`config.mk`:
```
export PLATFORM = sky130hd
export DESIGN_NAME = hostport_slave
export DESIGN_NICKNAME = d
export VERILOG_FILES = /design/src/rtl/hp_pkg.sv /design/src/rtl/hp_sync.sv /design/src/rtl/hp_wr_capture.sv /design/src/rtl/hostport_slave.sv
export SDC_FILE = /design/constraint.sdc
export NUM_CORES = 1
export LEC_CHECK = 0
export BUFFER_PORTS_ARGS = -buffer_cell sky130_fd_sc_hd__buf_4
export CAP_MARGIN = 20
export CELL_PAD_IN_SITES_DETAIL_PLACEMENT = 0
export CELL_PAD_IN_SITES_GLOBAL_PLACEMENT = 1
export CORE_MARGIN = 2
export CORE_UTILIZATION = 35
export CTS_BUF_LIST = sky130_fd_sc_hd__clkbuf_4 sky130_fd_sc_hd__clkbuf_8
export CTS_CLUSTER_DIAMETER = 80
export CTS_CLUSTER_SIZE = 28
export DETAILED_ROUTE_END_ITERATION = 8
export PLACE_DENSITY = 0.76
export REMOVE_ABC_BUFFERS = 1
export SETUP_SLACK_MARGIN = 0.3
export SKIP_LAST_GASP = 1
export SLEW_MARGIN = 5
export SYNTH_ARGS = -nofsm -noshare
export SYNTH_HDL_FRONTEND = slang
export SYNTH_HIERARCHICAL = 1
export SYNTH_SLANG_ARGS = --single-unit
```
`constraint.sdc`:
```
create_clock -name clk -period 1.3 [get_ports clk]
set_clock_uncertainty 0.2 [all_clocks]
set_input_delay 0.26 -clock clk [delete_from_list [all_inputs] [get_ports clk]]
set_output_delay 0.26 -clock clk [all_outputs]
set_load 0.005 [all_outputs]
```
`src/rtl/hp_pkg.sv`:
```
package hp_pkg;
    localparam int STB_RD = 0;
    localparam int STB_CS = 1;
    localparam int STB_WR = 2;
    localparam int STB_N  = 3;
    typedef logic [STB_N-1:0] strobe_t;
    localparam strobe_t STB_IDLE = '1;
endpackage

```
`src/rtl/hp_sync.sv`:
```
module hp_sync #(
    parameter int W = 1,
    parameter int STAGES = 2,
    parameter logic [W-1:0] RST_VAL = '0
) (
    input  logic         clk,
    input  logic         rst_n,
    input  logic [W-1:0] d,
    output logic [W-1:0] q
);
    logic [STAGES-1:0][W-1:0] stg_q;
    logic [STAGES-1:0][W-1:0] stg_d;

    for (genvar g = 0; g < STAGES; g++) begin : g_stage
        if (g == 0) begin : g_first
            always_comb stg_d[g] = d;
        end else begin : g_next
            always_comb stg_d[g] = stg_q[g-1];
        end
        always_ff @(posedge clk or negedge rst_n) begin
            if (!rst_n) stg_q[g] <= RST_VAL;
            else        stg_q[g] <= stg_d[g];
        end
    end

    assign q = stg_q[STAGES-1];
endmodule

```
`src/rtl/hp_wr_capture.sv`:
```
module hp_wr_capture #(
    parameter int DATA_W = 8,
    parameter int STAGES = 2
) (
    input  logic              clk,
    input  logic              rst_n,
    input  logic              en,
    input  logic              cs_s,
    input  logic              wr_s,
    input  logic [DATA_W-1:0] data_in,
    output logic              commit,
    output logic [DATA_W-1:0] commit_data
);
    typedef struct packed {
        logic              act;
        logic [DATA_W-1:0] shadow;
    } cap_t;

    cap_t cap_d, cap_q;
    logic [DATA_W-1:0] data_dly;

    // Data travels through the same depth as the strobes so both stay aligned.
    hp_sync #(.W(DATA_W), .STAGES(STAGES), .RST_VAL('0)) i_data_dly (
        .clk(clk), .rst_n(rst_n), .d(data_in), .q(data_dly)
    );

    always_comb begin
        cap_d        = cap_q;
        cap_d.act    = en && !cs_s && !wr_s;
        if (cap_d.act) cap_d.shadow = data_dly;
        commit       = en && cap_q.act && !cap_d.act;
        commit_data  = cap_q.shadow;
    end

    always_ff @(posedge clk or negedge rst_n) begin
        if (!rst_n) cap_q <= '0;
        else        cap_q <= cap_d;
    end

    // a commit always ends a write window that was open the cycle before
    p_commit_after_window_r4: assert property (@(posedge clk) disable iff (!rst_n)
        commit |-> $past(en && !cs_s && !wr_s));
endmodule

```
`src/rtl/hostport_slave.sv`:
```
module hostport_slave #(
    parameter int DATA_W = 8,
    parameter int SYNC_STAGES = 2
) (
    input  logic              clk,
    input  logic              rst_n,
    input  logic              port_mode_n,
    input  logic              host_rd_n,
    input  logic              host_cs_n,
    input  logic              host_wr_n,
    input  logic [DATA_W-1:0] bus_in,
    output logic [DATA_W-1:0] bus_out,
    output logic              bus_oe,
    input  logic              loc_load,
    input  logic [DATA_W-1:0] loc_data,
    output logic [DATA_W-1:0] loc_latch,
    input  logic              loc_oe,
    input  logic              loc_set_rdy,
    output logic              rdy,
    output logic [2:0]        strobe_lvl
);
    import hp_pkg::*;

    typedef struct packed {
        logic [DATA_W-1:0] latch;
        logic              rdy;
        logic              oe;
    } port_t;

    port_t   st_d, st_q;
    strobe_t stb_s;
    logic    port_on;
    logic    wr_commit;
    logic [DATA_W-1:0] wr_data;

    assign port_on = !port_mode_n;

    hp_sync #(.W(STB_N), .STAGES(SYNC_STAGES), .RST_VAL(STB_IDLE)) i_stb_sync (
        .clk(clk), .rst_n(rst_n),
        .d({host_wr_n, host_cs_n, host_rd_n}),
        .q(stb_s)
    );

    hp_wr_capture #(.DATA_W(DATA_W), .STAGES(SYNC_STAGES)) i_wr_cap (
        .clk(clk), .rst_n(rst_n), .en(port_on),
        .cs_s(stb_s[STB_CS]), .wr_s(stb_s[STB_WR]),
        .data_in(bus_in),
        .commit(wr_commit), .commit_data(wr_data)
    );

    always_comb begin
        st_d    = st_q;
        st_d.oe = port_on && !stb_s[STB_CS] && !stb_s[STB_RD];
        if (loc_load)    st_d.latch = loc_data;
        if (loc_set_rdy) st_d.rdy   = 1'b1;
        if (wr_commit) begin
            st_d.latch = wr_data;
            st_d.rdy   = 1'b0;
        end
    end

    always_ff @(posedge clk or negedge rst_n) begin
        if (!rst_n) st_q <= '0;
        else        st_q <= st_d;
    end

    // Release uses the raw strobes so the drivers turn off without sync delay.
    assign bus_oe     = port_on ? (st_q.oe && !host_rd_n && !host_cs_n) : loc_oe;
    assign bus_out    = st_q.latch;
    assign loc_latch  = st_q.latch;
    assign rdy        = st_q.rdy;
    assign strobe_lvl = stb_s;

    p_cs_gate_r1: assert property (@(posedge clk) disable iff (!rst_n)
        (stb_s[STB_CS] && $past(stb_s[STB_CS])) |-> !wr_commit);

    p_oe_release_r3: assert property (@(posedge clk) disable iff (!rst_n)
        (port_on && (host_rd_n || host_cs_n)) |-> !bus_oe);

    p_hold_latch_r4: assert property (@(posedge clk) disable iff (!rst_n)
        (!wr_commit && !loc_load) |=> $stable(loc_latch));

    p_commit_clears_rdy_r5: assert property (@(posedge clk) disable iff (!rst_n)
        wr_commit |=> !rdy);

    p_set_rdy_r6: assert property (@(posedge clk) disable iff (!rst_n)
        (loc_set_rdy && !wr_commit) |=> rdy);

    p_local_load_r7: assert property (@(posedge clk) disable iff (!rst_n)
        (loc_load && !wr_commit) |=> (loc_latch == $past(loc_data)));

    p_mode_off_r8: assert property (@(posedge clk) disable iff (!rst_n)
        port_mode_n |-> !wr_commit);
endmodule

```
==> results of run 1 <==
==> area by class of cell <==
class | count | share of cell area, %
clock buffer | 7 | 4.19
clock inverter | 1 | 0.381
inverter | 2 | 0.326
multi-input combinational | 39 | 18.2
sequential | 41 | 44.9
tap | 52 | 2.83
timing repair buffer | 67 | 29.2
==> path summary, 6_finish.rpt <==
check,from,endpoint,slack (ns),cells after the start
worst max-delay path,i_stb_sync/q[1],strobe_lvl[1],-0.21,2
worst min-delay path,rst_n,st_q[0],-0.26,1
worst max register to register,i_stb_sync/q[1],i_wr_cap/commit_data[6],-0.13,3
worst min register to register,i_wr_cap/i_data_dly/stg_d[14],i_wr_cap/i_data_dly/q[6],0.15,0
max in group asynchronous,rst_n,i_stb_sync/q[0],0.81,1
min in group clk,loc_set_rdy,rdy,0.03,3
==> per-layer routing <==
layer / vias up / wire length [um] / track usage [%]
met5: - / 0 / 0
met4: 0 / 13 / 4.40
met3: 2 / 131 / 3.56
met2: 30 / 1710 / 23.9
met1: 468 / 1030 / 13.2
li1: 428 / - / -
==> power groups by stage <==
stage / registers (mW) / clock network, mW / logic (mW)
floorplan: 1.48 / 0 / 0.121
global placement: 1.48 / 0 / 0.335
detailed placement: 1.49 / 0 / 0.345
CTS: 1.48 / 0.929 / 0.435
global route: 1.52 / 0.984 / 0.498
finish: 1.50 / 0.904 / 0.462
==> flip-flops by register name, summed over array words and instances (netlist names) <==
name	count
bus_out	8
i_stb_sync/q	3
i_stb_sync/stg_d	3
i_wr_cap/cap_q	1
i_wr_cap/commit_data	8
i_wr_cap/i_data_dly/q	8
i_wr_cap/i_data_dly/stg_d	8
rdy	1
st_q	1
==> timing repair <==
action,4_1_cts,5_1_grt
pin swaps,1,9
resized for setup,26,23
hold endpoints to repair,47,35
setup buffers,4,0
endpoints found under the setup margin,39,39
gates cloned,1,1
==> kinds of logic after synthesis <==
kind of cell	count (synthesis)
DFF	41
AOI/OAI and AO/OA	10
muxes	16
and+or+nand+nor	13
buffers and inverters	29
==> cell usage after synthesis, drive strengths merged <==
master / count / area share, %
mux2i: 8 / 5.1
dfrtp: 35 / 56
dfstp: 6 / 10
o41ai: 1 / 0.56
mux2: 8 / 7.6
nor3b: 1 / 0.80
o211a: 1 / 0.64
inv: 2 / 0.48
nor2: 2 / 0.48
o21ai: 8 / 2.8
nor3: 1 / 0.32
nand2: 9 / 2.1
buf: 27 / 13
==> critical path: cells and delay by family, from the launching register on <==
kind	cells	cell delay [ns]
flip-flops	1	0.58
buffers and inverters	2	0.19
==> per-stage QoR <==
step                      TNS [ns]  hold WS [ns]  total power [mW]
after global placement       -1.27        0.0468              1.82
after CTS                    -2.54        -0.253              2.85
after detailed placement     -1.45        0.0614              1.84
after global routing         -4.03        -0.232              3.00
after floorplan              -3.67        -0.236              1.60
final                        -2.70        -0.264              2.87
==> results.ini, run 1 <==
[layout]
final_common_cell = dfrtp_1
layout_common_cells = 35 x dfrtp_1, 29 x buf_4, 24 x buf_6
multi_input_area_um2 = 418
area.growth.synth_to_final_pct = 46.2
antenna_cells = 0
nNetsFinal = 181
fin_cells = 209
fin_util_pct = 52.8
drive_above_1_share_pct = 62.4
nFillCells = 350
seq_area_um2 = 1030
final_area_um2 = 2300

[die]
ioPinCount = 46
die_w_um = 71.0
die_area_um2 = 5050
die_h_um = 71.0
row_count = 24
core_um2 = 4350
start_util_pct = 36.1

[sta]
relSlewSlack_pct = 67.3
rsz0062_at_grt = yes
worst_pin_slew_ns = 0.491
clock.fmax_mhz = 661
fin_crit_ns = 1.51
setup_ws_ns = -0.213
setup_viol = 23
maxSlewViolCount = 0
finalHoldViolations = 35
post-route-period-util_pct = 116
hold_ws_ns = -0.264

[synth]
ys_seq_elements = 41
ys_types = 15
synthSimpleGateAreaFrac_pct = 3.74
synth.area.mux_share_pct = 12.7
synth_cells = 109
synth_top_family_by_area = buffers and inverters
yosysSeqAreaShare_pct = 65.7
synth_area_um2 = 1570
postSynthAreaPerCell_um2 = 14.4
synth-adder-area-share_pct = 0
synth_xor_area_share_pct = 0
synth_compound_area_share_pct = 3.98
yosys_warnings = 6

[worst_setup_path]
critPathSlowestCell = dfstp_2
critPathKind = register to primary output
max_stage_delay_ns = 0.58
crit_chain = buf_6 -> buf_6
critPathLaunchType = register
cpMostUsedCell = buf_6
critPathCaptureType = primary output
arrival_ns = 1.05
critPathRequiredTime_ns = 0.84
path_max_fanout = 3

[grt]
grt_pass1_wl_um = 4770
overflow = 0
track_usage_pct = 12.6
grt_max_degree = 42
antenna_found_initial = 0
grt_pass1_vias = 1014

[power]
leakage_nw = 1.10
p_sw_share_pct = 23.1
p_int_mw = 2.21
p_clk_share_pct = 31.5
power_density_nw_per_um2 = 1250
power_frac_comb_pct = 16.1
power_frac_seq_pct = 52.4
power_switching_mw = 0.662
ir_worst_vdd_uv = 854

[run]
maxCapViolations = 0

[placed_design]
placedCellCount = 184
gp_congestion = 0.700
dp_hpwl_um = 1750
place_area_um2 = 1820
pre_cts_slack_ns = -0.178
port_buffers = 45

[cts]
h-tree-depth = 2
numCtsBuffers = 5
clock-sinks = 41
cts.reportedPaths.clkPinSlew_ns = 0.08
clockBufferDepth = 2
cts_tree = yes
cts-root-buf = clkbuf_8
holdBufCountCts = 11
clk_latency_ns = 0.28

[route]
drtAntennaViolNets = 0
drt_iter0_drc = 18
dr.pass1.iters = 4
via_per_inst = 4.44
dr_total_vias = 928
remaining_drc_errors = 0
wire_per_inst_um = 13.8
totalWireLength_um = 2880

[run_status]
violations = hold timing, setup timing
status = complete, but fails checks

[min_path]
hp-class = input pin to asynchronous set/reset pin

Power figures use the tool's default switching activity.
==> inputs of run 2 (changes only) <==
--- a/config.mk
+++ b/config.mk
@@ -9,13 +9,14 @@
 export CAP_MARGIN = 20
 export CELL_PAD_IN_SITES_DETAIL_PLACEMENT = 0
 export CELL_PAD_IN_SITES_GLOBAL_PLACEMENT = 1
+export CORE_ASPECT_RATIO = 0.6
 export CORE_MARGIN = 2
 export CORE_UTILIZATION = 35
 export CTS_BUF_LIST = sky130_fd_sc_hd__clkbuf_4 sky130_fd_sc_hd__clkbuf_8
 export CTS_CLUSTER_DIAMETER = 80
 export CTS_CLUSTER_SIZE = 28
 export DETAILED_ROUTE_END_ITERATION = 8
-export PLACE_DENSITY = 0.76
+export PLACE_DENSITY_LB_ADDON = 0.1
 export REMOVE_ABC_BUFFERS = 1
 export SETUP_SLACK_MARGIN = 0.3
 export SKIP_LAST_GASP = 1
==> results.ini, run 2 (synthesis results as in run 1) <==
[run_status]
status = complete, but fails checks
violations = hold timing, setup timing

[layout]
area.growth.synth_to_final_pct = 43.9
multi_input_area_um2 = 350
nNetsFinal = 182
drive_above_1_share_pct = 54.4
seq_area_um2 = 1030
fin_util_pct = 53.7
nFillCells = 381
antenna_cells = 0
fin_cells = 218
layout_common_cells = 35 x dfrtp_1, 30 x buf_4, 25 x buf_6
final_common_cell = dfrtp_1

[route]
wire_per_inst_um = 12.5
totalWireLength_um = 2720
drtAntennaViolNets = 0
via_per_inst = 4.00
dr.pass1.iters = 4
remaining_drc_errors = 0
dr_total_vias = 873
drt_iter0_drc = 25

[worst_setup_path]
critPathKind = register to register
path_max_fanout = 4
critPathCaptureType = register
r2r_slack_ns = -0.19
reg2reg_from = i_stb_sync/q[1]
critPathRequiredTime_ns = 1.27
reg2reg_depth = 4
arrival_ns = 1.46
r2r-end = i_wr_cap/commit_data[6]
critPathLaunchType = register

[power]
power_frac_comb_pct = 14.9
ir_worst_vdd_uv = 694
p_sw_share_pct = 21.2
power_frac_seq_pct = 50.8
p_clk_share_pct = 34.3
p_int_mw = 2.30
p_total_mw = 2.92
power_switching_mw = 0.618
leakage_nw = 1.06
power_density_nw_per_um2 = 1290

[die]
die_w_um = 90.5
die_area_um2 = 5060
start_util_pct = 37.3
die_h_um = 55.9
ioPinCount = 46
core_um2 = 4210
row_count = 18

[sta]
setup_ws_ns = -0.190
maxSlewViolCount = 0
clock.fmax_mhz = 671
rsz0062_at_grt = yes
relSlewSlack_pct = 67.0
finalHoldViolations = 35
setup_viol = 21
post-route-period-util_pct = 115
worst_pin_slew_ns = 0.494
hold_ws_ns = -0.253
fin_crit_ns = 1.49

[cts]
holdBufCountCts = 10
clock-sinks = 41
h-tree-depth = 2
cts-root-buf = clkbuf_8
clockBufferDepth = 2
cts_tree = yes
cts.reportedPaths.clkPinSlew_ns = 0.08
clk_latency_ns = 0.28
numCtsBuffers = 5

[grt]
antenna_found_initial = 0
grt_pass1_wl_um = 4730
track_usage_pct = 12.3
grt_pass1_vias = 937
overflow = 0
grt_max_degree = 42

[placed_design]
dp_hpwl_um = 1760
port_buffers = 45
gp_congestion = 0.711
placedCellCount = 193

[run]
maxCapViolations = 0

[min_path]
hp-class = input pin to asynchronous set/reset pin

==> run 2: changes by cell type in the layout (fill, tap and decap cells not counted), moves of 2 or more <==
cell,before,now
clkbuf_8,7,5
o21ai_1,1,7
nand2_4,4,0
nand2_1,1,8
nand2_2,4,1
o21ai_2,7,1
==> run 2: power groups by stage <==
| stage | sequential, mW | clock [mW] | combinational, mW |
|---|---|---|---|
| CTS | 1.48 | 1.04 | 0.433 |
| global placement | 1.49 | 0 | 0.342 |
| finish | 1.48 | 1.00 | 0.434 |
| detailed placement | 1.49 | 0 | 0.347 |
| global route | 1.50 | 1.11 | 0.472 |
| floorplan | 1.48 | 0 | 0.121 |
==> run 2: cell type report <==
class                           count  share of cell area, %
Timing Repair Buffer               68                   30.1
Clock buffer                        6                   3.37
Multi-Input combinational cell     39                   15.5
Clock inverter                      2                   1.71
Sequential cell                    41                   45.7
Tap cell                           60                   3.32
Inverter                            2                  0.332
==> run 2: worst max path at each step <==
stage                                from                      end  slack [ns]  cells after the start
after global placement        port_mode_n  i_wr_cap/commit_data[3]       -0.13                      5
final                     i_stb_sync/q[1]  i_wr_cap/commit_data[6]       -0.19                      4
after floorplan           i_stb_sync/q[1]  i_wr_cap/commit_data[0]       -0.36                      2
after global routing      i_stb_sync/q[1]  i_wr_cap/commit_data[6]       -0.24                      4
after detailed placement      port_mode_n  i_wr_cap/commit_data[3]       -0.12                      5
after CTS                 i_stb_sync/q[1]  i_wr_cap/commit_data[3]       -0.20                      4
==> run 2: critical path, cell delays in order, from the launching register on <==
cell and delay, ns:
dfstp_2 0.39, buf_4 0.13, nor3b_4 0.19, buf_4 0.17
mux2_4 0.30
==> run 2: per-stage QoR <==
step           instance area [um2]  TNS (ns)  setup slack, ns
4_1_cts                       2240     -3.73           -0.200
6_report                      2260     -3.54           -0.190
2_1_floorplan                 1360     -3.67           -0.363
3_5_place_dp                  1830    -0.975           -0.119
3_3_place_gp                  1830    -0.990           -0.126
5_1_grt                       2260     -5.14           -0.243
==> run 2: layer usage <==
metal  GRT usage (%)  wire length, um  part of all wire [%]  vias to the layer above
met5               0                0                     0                        -
met4            3.96               14                  0.51                        0
met3            5.15              156                   5.7                        2
met2            17.3             1230                    45                       29
met1            17.3             1320                    48                      413
li1                -                -                     -                      429
==> run 2: what timing repair did <==
action,4_1_cts,5_1_grt
pin swaps,2,2
hold endpoints to repair,47,37
gates resized for setup,28,4
cloned,2,0
endpoints found under the setup margin,40,40
buffers inserted,5,0
